<file path="src/rtl/afsk_tx_pkg.sv">
package afsk_tx_pkg;
  localparam logic [7:0] FLAG_BYTE  = 8'h7E;
  localparam logic [7:0] ABORT_BYTE = 8'h7F;
  localparam logic [7:0] ESC_BYTE   = 8'h1B;

  typedef enum logic [2:0] {
    FS_IDLE,
    FS_WAIT,
    FS_SEL,
    FS_ESC,
    FS_RDY,
    FS_FIN
  } fetch_st_t;
endpackage

</file>
<file path="src/rtl/afsk_byte_fetch.sv">
module afsk_byte_fetch
  import afsk_tx_pkg::*;
#(
  parameter int CNT_W = 8
) (
  input  logic             clk,
  input  logic             rst_n,
  input  logic             go,
  input  logic             last_bit,
  input  logic             take,
  input  logic [CNT_W-1:0] pre_cnt,
  input  logic [CNT_W-1:0] tail_cnt,
  input  logic             fifo_empty,
  input  logic [7:0]       fifo_data,
  output logic             fifo_rd,
  output logic             byte_rdy,
  output logic             byte_fin,
  output logic [7:0]       byte_val,
  output logic             byte_nostuff
);
  fetch_st_t        st_q, st_n;
  logic [CNT_W-1:0] pre_q, pre_n, tail_q, tail_n;
  logic [7:0]       byte_q, byte_n;
  logic             nost_q, nost_n;

  always_comb begin
    st_n    = st_q;
    pre_n   = pre_q;
    tail_n  = tail_q;
    byte_n  = byte_q;
    nost_n  = nost_q;
    fifo_rd = 1'b0;
    case (st_q)
      FS_IDLE: begin
        if (go) begin
          pre_n  = pre_cnt;
          tail_n = tail_cnt;
          st_n   = FS_SEL;
        end
      end
      FS_WAIT: begin
        if (last_bit) st_n = FS_SEL;
      end
      FS_SEL: begin
        if (pre_q != '0) begin
          pre_n  = pre_q - 1'b1;
          byte_n = FLAG_BYTE;
          nost_n = 1'b1;
          st_n   = FS_RDY;
        end else if (!fifo_empty) begin
          fifo_rd = 1'b1;
          if (fifo_data == ESC_BYTE) begin
            st_n = FS_ESC;
          end else begin
            byte_n = fifo_data;
            nost_n = (fifo_data == FLAG_BYTE) || (fifo_data == ABORT_BYTE);
            st_n   = FS_RDY;
          end
        end else if (tail_q != '0) begin
          tail_n = tail_q - 1'b1;
          byte_n = FLAG_BYTE;
          nost_n = 1'b1;
          st_n   = FS_RDY;
        end else begin
          st_n = FS_FIN;
        end
      end
      FS_ESC: begin
        if (!fifo_empty) begin
          fifo_rd = 1'b1;
          byte_n  = fifo_data;
          nost_n  = 1'b0;
          st_n    = FS_RDY;
        end else begin
          st_n = FS_FIN;
        end
      end
      FS_RDY: begin
        if (take) st_n = FS_WAIT;
      end
      FS_FIN: begin
        if (take) st_n = FS_IDLE;
      end
      default: st_n = FS_IDLE;
    endcase
  end

  always_ff @(posedge clk or negedge rst_n) begin
    if (!rst_n) begin
      st_q   <= FS_IDLE;
      pre_q  <= '0;
      tail_q <= '0;
      byte_q <= '0;
      nost_q <= 1'b0;
    end else begin
      st_q   <= st_n;
      pre_q  <= pre_n;
      tail_q <= tail_n;
      byte_q <= byte_n;
      nost_q <= nost_n;
    end
  end

  assign byte_rdy     = (st_q == FS_RDY);
  assign byte_fin     = (st_q == FS_FIN);
  assign byte_val     = byte_q;
  assign byte_nostuff = nost_q;

  assert_rd_nonempty_R10: assert property (@(posedge clk) disable iff (!rst_n)
    fifo_rd |-> !fifo_empty);

  assert_ready_hold_R6: assert property (@(posedge clk) disable iff (!rst_n)
    (byte_rdy && !take) |=> (byte_rdy && $stable(byte_val)));
endmodule

</file>
<file path="src/rtl/afsk_bit_engine.sv">
module afsk_bit_engine #(
  parameter int SPB       = 8,
  parameter int STUFF_RUN = 5
) (
  input  logic       clk,
  input  logic       rst_n,
  input  logic       start,
  input  logic       sample_en,
  input  logic       f_rdy,
  input  logic       f_fin,
  input  logic [7:0] f_byte,
  input  logic       f_nostuff,
  output logic       go,
  output logic       take,
  output logic       last_bit,
  output logic       adv,
  output logic       tone_nxt,
  output logic       stop,
  output logic       active,
  output logic       done
);
  localparam int SIDX_W = (SPB > 1) ? $clog2(SPB) : 1;
  localparam int RUN_W  = $clog2(STUFF_RUN + 1);
  localparam logic [RUN_W-1:0]  RUN_MAX  = {RUN_W{1'b1}};
  localparam logic [RUN_W-1:0]  RUN_LIM  = RUN_W'(STUFF_RUN);
  localparam logic [SIDX_W-1:0] SIDX_TOP = SIDX_W'(SPB - 1);

  logic              act_q, act_n;
  logic              done_q, done_n;
  logic              tone_q, tone_n;
  logic              stuff_q, stuff_n, stuff_e;
  logic [RUN_W-1:0]  run_q, run_n, run_e;
  logic [7:0]        mask_q, mask_n, mask_e;
  logic [7:0]        byte_q, byte_n, byte_e;
  logic [SIDX_W-1:0] sidx_q, sidx_n;
  logic              boundary;

  assign boundary = (sidx_q == '0) && (mask_q == '0);
  assign go       = start && !act_q;

  always_comb begin
    act_n   = act_q;
    done_n  = 1'b0;
    tone_n  = tone_q;
    stuff_n = stuff_q;
    run_n   = run_q;
    mask_n  = mask_q;
    byte_n  = byte_q;
    sidx_n  = sidx_q;
    take    = 1'b0;
    adv     = 1'b0;
    stuff_e = stuff_q;
    run_e   = run_q;
    mask_e  = mask_q;
    byte_e  = byte_q;
    if (!act_q) begin
      if (start) begin
        act_n   = 1'b1;
        tone_n  = 1'b0;
        stuff_n = 1'b0;
        run_n   = '0;
        mask_n  = '0;
        sidx_n  = '0;
      end
    end else if (sample_en) begin
      if (boundary) begin
        take = 1'b1;
        if (f_fin) begin
          act_n  = 1'b0;
          done_n = 1'b1;
        end else begin
          byte_e  = f_byte;
          mask_e  = 8'h01;
          if (!stuff_q) run_e = '0;
          stuff_e = !f_nostuff;
        end
      end
      if (!(boundary && f_fin)) begin
        adv = 1'b1;
        if (sidx_q == '0) begin
          if (stuff_e && (run_e >= RUN_LIM)) begin
            run_e  = '0;
            tone_n = !tone_q;
          end else begin
            if ((byte_e & mask_e) != '0) begin
              if (run_e != RUN_MAX) run_e = run_e + 1'b1;
            end else begin
              run_e  = '0;
              tone_n = !tone_q;
            end
            mask_e = mask_e << 1;
          end
          sidx_n = SIDX_TOP;
        end else begin
          sidx_n = sidx_q - 1'b1;
        end
        byte_n  = byte_e;
        mask_n  = mask_e;
        run_n   = run_e;
        stuff_n = stuff_e;
      end
    end
  end

  always_ff @(posedge clk or negedge rst_n) begin
    if (!rst_n) begin
      act_q   <= 1'b0;
      done_q  <= 1'b0;
      tone_q  <= 1'b0;
      stuff_q <= 1'b0;
      run_q   <= '0;
      mask_q  <= '0;
      byte_q  <= '0;
      sidx_q  <= '0;
    end else begin
      act_q   <= act_n;
      done_q  <= done_n;
      tone_q  <= tone_n;
      stuff_q <= stuff_n;
      run_q   <= run_n;
      mask_q  <= mask_n;
      byte_q  <= byte_n;
      sidx_q  <= sidx_n;
    end
  end

  assign last_bit = act_q && (mask_q == '0);
  assign tone_nxt = tone_n;
  assign stop     = done_n;
  assign active   = act_q;
  assign done     = done_q;

  assert_take_has_byte_R6: assert property (@(posedge clk) disable iff (!rst_n)
    take |-> (f_rdy || f_fin));

  assert_run_bound_R5: assert property (@(posedge clk) disable iff (!rst_n)
    stuff_q |-> (run_q <= RUN_LIM));

  assert_tone_hold_R4: assert property (@(posedge clk) disable iff (!rst_n)
    (act_q && !sample_en) |=> $stable(tone_q));

  assert_done_idle_R10: assert property (@(posedge clk) disable iff (!rst_n)
    done_q |-> !act_q);
endmodule

</file>
<file path="src/rtl/afsk_tone_nco.sv">
module afsk_tone_nco #(
  parameter int PH_W      = 8,
  parameter int ROM_AW    = 6,
  parameter int OUT_W     = 8,
  parameter int MARK_INC  = 32,
  parameter int SPACE_INC = 59,
  parameter int AMP       = 127
) (
  input  logic             clk,
  input  logic             rst_n,
  input  logic             clr,
  input  logic             adv,
  input  logic             space,
  input  logic             stop,
  output logic [OUT_W-1:0] sample
);
  localparam int ROM_N = 1 << ROM_AW;
  localparam int MID   = 1 << (OUT_W - 1);
  localparam logic [OUT_W-1:0] MID_V = OUT_W'(MID);

  logic [OUT_W-1:0] rom [ROM_N];

  for (genvar gi = 0; gi < ROM_N; gi++) begin : g_rom
    localparam real ANG = 6.283185307179586 * real'(gi) / real'(ROM_N);
    localparam int  VAL = MID + int'(real'(AMP) * $sin(ANG));
    assign rom[gi] = OUT_W'(VAL);
  end

  logic [PH_W-1:0]  phase_q, phase_n;
  logic [OUT_W-1:0] sample_q, sample_n;

  always_comb begin
    phase_n  = phase_q;
    sample_n = sample_q;
    if (clr) begin
      phase_n  = '0;
      sample_n = MID_V;
    end else if (stop) begin
      sample_n = MID_V;
    end else if (adv) begin
      phase_n  = phase_q + (space ? PH_W'(SPACE_INC) : PH_W'(MARK_INC));
      sample_n = rom[phase_n[PH_W-1 -: ROM_AW]];
    end
  end

  always_ff @(posedge clk or negedge rst_n) begin
    if (!rst_n) begin
      phase_q  <= '0;
      sample_q <= MID_V;
    end else begin
      phase_q  <= phase_n;
      sample_q <= sample_n;
    end
  end

  assign sample = sample_q;

  assert_sample_hold_R11: assert property (@(posedge clk) disable iff (!rst_n)
    (!adv && !clr && !stop) |=> $stable(sample_q));

  assert_rest_level_R10: assert property (@(posedge clk) disable iff (!rst_n)
    stop |=> (sample_q == MID_V));
endmodule

</file>
<file path="src/rtl/afsk_frame_tx.sv">
module afsk_frame_tx #(
  parameter int CNT_W     = 8,
  parameter int SPB       = 8,
  parameter int STUFF_RUN = 5,
  parameter int PH_W      = 8,
  parameter int ROM_AW    = 6,
  parameter int OUT_W     = 8,
  parameter int MARK_INC  = 32,
  parameter int SPACE_INC = 59,
  parameter int AMP       = 127
) (
  input  logic             clk,
  input  logic             rst_n,
  input  logic             start,
  input  logic [CNT_W-1:0] pre_cnt,
  input  logic [CNT_W-1:0] tail_cnt,
  input  logic             sample_en,
  input  logic             fifo_empty,
  input  logic [7:0]       fifo_data,
  output logic             fifo_rd,
  output logic [OUT_W-1:0] sample_out,
  output logic             busy,
  output logic             done
);
  logic       go, take, last_bit, adv, tone_nxt, stop;
  logic       f_rdy, f_fin, f_nostuff;
  logic [7:0] f_byte;

  afsk_byte_fetch #(.CNT_W(CNT_W)) u_fetch (
    .clk          (clk),
    .rst_n        (rst_n),
    .go           (go),
    .last_bit     (last_bit),
    .take         (take),
    .pre_cnt      (pre_cnt),
    .tail_cnt     (tail_cnt),
    .fifo_empty   (fifo_empty),
    .fifo_data    (fifo_data),
    .fifo_rd      (fifo_rd),
    .byte_rdy     (f_rdy),
    .byte_fin     (f_fin),
    .byte_val     (f_byte),
    .byte_nostuff (f_nostuff)
  );

  afsk_bit_engine #(.SPB(SPB), .STUFF_RUN(STUFF_RUN)) u_engine (
    .clk       (clk),
    .rst_n     (rst_n),
    .start     (start),
    .sample_en (sample_en),
    .f_rdy     (f_rdy),
    .f_fin     (f_fin),
    .f_byte    (f_byte),
    .f_nostuff (f_nostuff),
    .go        (go),
    .take      (take),
    .last_bit  (last_bit),
    .adv       (adv),
    .tone_nxt  (tone_nxt),
    .stop      (stop),
    .active    (busy),
    .done      (done)
  );

  afsk_tone_nco #(
    .PH_W      (PH_W),
    .ROM_AW    (ROM_AW),
    .OUT_W     (OUT_W),
    .MARK_INC  (MARK_INC),
    .SPACE_INC (SPACE_INC),
    .AMP       (AMP)
  ) u_nco (
    .clk    (clk),
    .rst_n  (rst_n),
    .clr    (go),
    .adv    (adv),
    .space  (tone_nxt),
    .stop   (stop),
    .sample (sample_out)
  );

  assert_busy_from_start_R2: assert property (@(posedge clk) disable iff (!rst_n)
    $rose(busy) |-> $past(start));
endmodule

</file>
<file path="config.mk">
export PLATFORM = sky130hd
export DESIGN_NAME = afsk_frame_tx
export DESIGN_NICKNAME = d
export VERILOG_FILES = /design/src/rtl/afsk_tx_pkg.sv /design/src/rtl/afsk_byte_fetch.sv /design/src/rtl/afsk_bit_engine.sv /design/src/rtl/afsk_tone_nco.sv /design/src/rtl/afsk_frame_tx.sv
export SDC_FILE = /design/constraint.sdc
export NUM_CORES = 1
export LEC_CHECK = 0
export BUFFER_PORTS_ARGS = -buffer_cell sky130_fd_sc_hd__buf_2
export CAP_MARGIN = 30
export CORE_MARGIN = 1
export CORE_UTILIZATION = 55
export DETAILED_ROUTE_END_ITERATION = 10
export PLACE_DENSITY = 0.74
export RECOVER_POWER = 50
export SLEW_MARGIN = 40
export SYNTH_ARGS = -nofsm -noshare
export SYNTH_HDL_FRONTEND = slang
export SYNTH_SLANG_ARGS = --single-unit
export TNS_END_PERCENT = 50
</file>
<file path="constraint.sdc">
create_clock -name clk -period 6.95 [get_ports clk]
set_clock_uncertainty 0.05 [all_clocks]
set_input_delay 2.085 -clock clk [delete_from_list [all_inputs] [get_ports clk]]
set_output_delay 2.085 -clock clk [all_outputs]
set_load 0.05 [all_outputs]
</file>
==> summary.json <==
{
  "synthCells": {"value": 558},
  "timing.final.crit_period": {"value": 6.16, "unit": "ns"},
  "dr_total_vias": {"value": 4480},
  "layout.filler_cells": {"value": 721},
  "worst_ep_required_time": {"value": 7.12, "unit": "ns"},
  "die_area": {"value": 0.00912, "unit": "mm²"},
  "run_status": {"value": "finished with violations"},
  "footprint_of_the_multi_input_gates": {"value": 0.00285, "unit": "mm²"},
  "layout_common_cells": {"value": "sky130_fd_sc_hd__dfrtp_1 (69), sky130_fd_sc_hd__nand2_1 (66), sky130_fd_sc_hd__o21ai_0 (51)"},
  "synth_enable_flop_cells": {"value": 0},
  "port_buffers": {"value": 39},
  "synth_cell_types": {"value": 86},
  "worst_skew_pair.late_latency": {"value": 0.35, "unit": "ns"},
  "yosys_register_bits": {"value": 70},
  "cts_buffer_depth": {"value": 2},
  "route.final.wire_length": {"value": 12500, "unit": "µm"},
  "slew_headroom": {"value": -152, "unit": "%"},
  "syn-cell-area": {"value": 0.00481, "unit": "mm²"},
  "die_width": {"value": 95.5, "unit": "µm"},
  "detail_route.iter0.violations": {"value": 270},
  "antennaDiodeCount": {"value": 0},
  "grt_overflow_total": {"value": 0},
  "post_cts_setup_buffer_count": {"value": 0},
  "sequential_cell_area": {"value": 0.00175, "unit": "mm²"},
  "synth_nets": {"value": 606},
  "vias_in_the_first_global_route": {"value": 4210},
  "post-dp-hpwl": {"value": 8970, "unit": "µm"},
  "yosys_most_used_dff": {"value": "sky130_fd_sc_hd__dfrtp_1"},
  "worstSetupEndpointType": {"value": "register"},
  "failing_checks": {"value": "capacitance limit, slew limit"},
  "max_slew.worst_pin.slew": {"value": 3.77, "unit": "ns"},
  "layout_cell_share_with_drive_strength_beyond_1": {"value": 17.3, "unit": "%"},
  "drt_pre_antenna_iters": {"value": 5},
  "gr-usage-met2": {"value": 47.7, "unit": "%"},
  "clk_transition_reported_paths": {"value": 0.08, "unit": "ns"},
  "globalRouteTotalUtil": {"value": 29.6, "unit": "%"},
  "route.detailed.drc": {"value": 0},
  "critical_path.startpoint_type": {"value": "register"},
  "clock-root-buffer": {"value": "sky130_fd_sc_hd__clkbuf_8"},
  "die_height": {"value": 95.5, "unit": "µm"},
  "setup_viol": {"value": 0},
  "final-hold-violation-count": {"value": 0},
  "ys_async_sr_fraction": {"value": 100, "unit": "%"},
  "cp_data_arrival_time": {"value": 6.34, "unit": "ns"},
  "starting_utilization_of_the_core_area": {"value": 57.7, "unit": "%"},
  "syn_avg_cell_area": {"value": 8.62, "unit": "µm²"},
  "final_min_period_over_clock_period": {"value": 88.7, "unit": "%"},
  "route.detailed.wl_per_inst": {"value": 17.9, "unit": "µm"},
  "max_cap_violations": {"value": 1},
  "yosysWarnings": {"value": 0},
  "pin_count": {"value": 40},
  "grt_max_degree": {"value": 71},
  "use_met1": {"value": 39.0, "unit": "%"},
  "grt_pass1_wl": {"value": 20600, "unit": "µm"},
  "timing.fmax": {"value": 162, "unit": "MHz"},
  "ant_nets": {"value": 0},
  "antenna_violations_before_repair": {"value": 0},
  "cts_max_level": {"value": 3},
  "num-nets-final": {"value": 637},
  "routed_via_density": {"value": 6.41},
  "top_usage_layer": {"value": "met2"},
  "grt_setup_unrepaired": {"value": "false"},
  "final_common_cell": {"value": "sky130_fd_sc_hd__dfrtp_1"},
  "slew_violations": {"value": 71},
  "cts_tree": {"value": "yes"},
  "routabilityCongestion": {"value": 0.965},
  "grt.met3_usage": {"value": 4.31, "unit": "%"},
  "timing.setup.critical_path_class": {"value": "register to register"},
  "setup_total_negative_slack": {"value": 0, "unit": "ns"},
  "fraction_of_the_yosys_area_taken_by_sequential_cells": {"value": 36.5, "unit": "%"},
  "worstHoldPathType": {"value": "register to register"},
  "syn2layout_area_growth": {"value": 9.47, "unit": "%"},
  "cts-buffers-inserted": {"value": 9},
  "floorplan.rows": {"value": 33},
  "cts_sinks": {"value": 70},
  "post_cts_hold_buffer_count": {"value": 0},
  "core_region_area": {"value": 0.00834, "unit": "mm²"},
  "critical_path.max_fanout": {"value": 11},
  "cts_resized": {"value": 0}
}
## cells by family after synthesis
logic type	count (synthesis)	synth area share (%)
XOR/XNOR	4	0.885
AND/OR/NAND/NOR	209	21.7
AO/OA/AOI/OAI	192	26.9
buffers and inverters	48	4.48
adder cells (fa/ha/maj)	19	5.10
flip-flops	70	36.5
multiplexers	16	4.45
## final timing paths
| check | slack (ns) | endpoint | startpoint | cells past startpoint |
|---|---|---|---|---|
| worst min-delay path | 0.44 | u_nco.phase_q[7] | u_nco.phase_q[7] | 2 |
| min in group asynchronous | 3.08 | u_engine.byte_q[7] | rst_n | 2 |
| worst max register to register | 0.79 | u_nco.sample[4] | u_engine.mask_q[4] | 21 |
| worst max-delay path | 0.79 | u_nco.sample[4] | u_engine.mask_q[4] | 21 |
| worst min register to register | 0.44 | u_nco.phase_q[7] | u_nco.phase_q[7] | 2 |
| max in group asynchronous | 1.65 | u_fetch.tail_q[7] | rst_n | 2 |
## cells in the mapped netlist, types with 9 or more instances
library cell               instances  share of area (%)
sky130_fd_sc_hd__a21oi_1          43                4.5
sky130_fd_sc_hd__o211ai_1          9                1.4
sky130_fd_sc_hd__nor3_1           16                1.7
sky130_fd_sc_hd__nand3_1          17                1.8
sky130_fd_sc_hd__inv_1            19                1.5
sky130_fd_sc_hd__nand2_1          66                5.2
sky130_fd_sc_hd__ha_1             18                4.7
sky130_fd_sc_hd__dfrtp_1          69                 36
sky130_fd_sc_hd__nor2_1           48                3.7
sky130_fd_sc_hd__clkbuf_1         15                1.2
sky130_fd_sc_hd__o22ai_1           9                1.2
sky130_fd_sc_hd__o21ai_0          51                5.3
sky130_fd_sc_hd__mux2_2           10                2.3
## registers in the layout, summed over array words and instances (netlist names)
signal                cells
u_engine.byte_q           8
u_engine.mask_q           8
u_fetch.byte_val          8
u_fetch.pre_q             8
u_fetch.tail_q            8
u_nco.phase_q             8
u_nco.sample              8
u_engine.run_q            3
u_engine.sidx_q           3
u_fetch.st_q              3
u_engine.active           1
u_engine.done             1
u_engine.stuff_q          1
u_engine.tone_q           1
u_fetch.byte_nostuff      1
## worst max-delay path, stage by stage (launching register included)
cell,delay (ns)
sky130_fd_sc_hd__dfrtp_1,0.42
sky130_fd_sc_hd__nor4_1,0.52
sky130_fd_sc_hd__and4_1,0.35
sky130_fd_sc_hd__nand2_1,0.14
sky130_fd_sc_hd__and2_1,0.20
sky130_fd_sc_hd__ha_1,0.17
sky130_fd_sc_hd__o311ai_0,0.52
sky130_fd_sc_hd__a21boi_0,0.29
sky130_fd_sc_hd__or3_1,0.16
sky130_fd_sc_hd__nand2_1,0.07
sky130_fd_sc_hd__mux2i_1,0.49
sky130_fd_sc_hd__ha_1,0.34
sky130_fd_sc_hd__fa_1,0.48
sky130_fd_sc_hd__xor2_2,0.22
sky130_fd_sc_hd__inv_1,0.29
sky130_fd_sc_hd__ha_1,0.23
sky130_fd_sc_hd__inv_1,0.09
sky130_fd_sc_hd__a21oi_1,0.17
sky130_fd_sc_hd__o221ai_1,0.15
sky130_fd_sc_hd__mux4_2,0.48
sky130_fd_sc_hd__o21ai_1,0.14
sky130_fd_sc_hd__o21ai_1,0.08
## through the flow
stage | utilization (%) | setup WS (ns) | cell area (µm²) | cells | hold WS (ns)
finish | 63.1 | 0.789 | 5260 | 699 | 0.441
global route | 63.1 | 0.355 | 5260 | 699 | 0.471
CTS | 63.3 | 0.871 | 5280 | 699 | 0.444
detailed placement | 60.9 | 0.641 | 5080 | 683 | 0.424
global placement | 60.7 | 0.717 | 5060 | 683 | 0.415
floorplan | - | 1.24 | 4810 | 558 | 0.394
## final cells by class
class                   count  area share, %
clock buffers              10           2.42
clock inverters             6           1.33
inverters                  20           1.47
multi-input cells         440           54.1
flip-flops and latches     70           33.3
well taps                 105           2.50
repair buffers             48           4.83
## per-layer routing
layer | wire length (µm) | part of all wire, % | vias to the layer above
met5 | 0 | 0 | -
met4 | 340 | 2.7 | 0
met3 | 756 | 6.0 | 29
met2 | 5990 | 48 | 166
met1 | 5420 | 43 | 2138
li1 | - | - | 2147
Power is not shown: default switching activity piles up to over one toggle a cycle in this logic, so the estimate is an artifact.
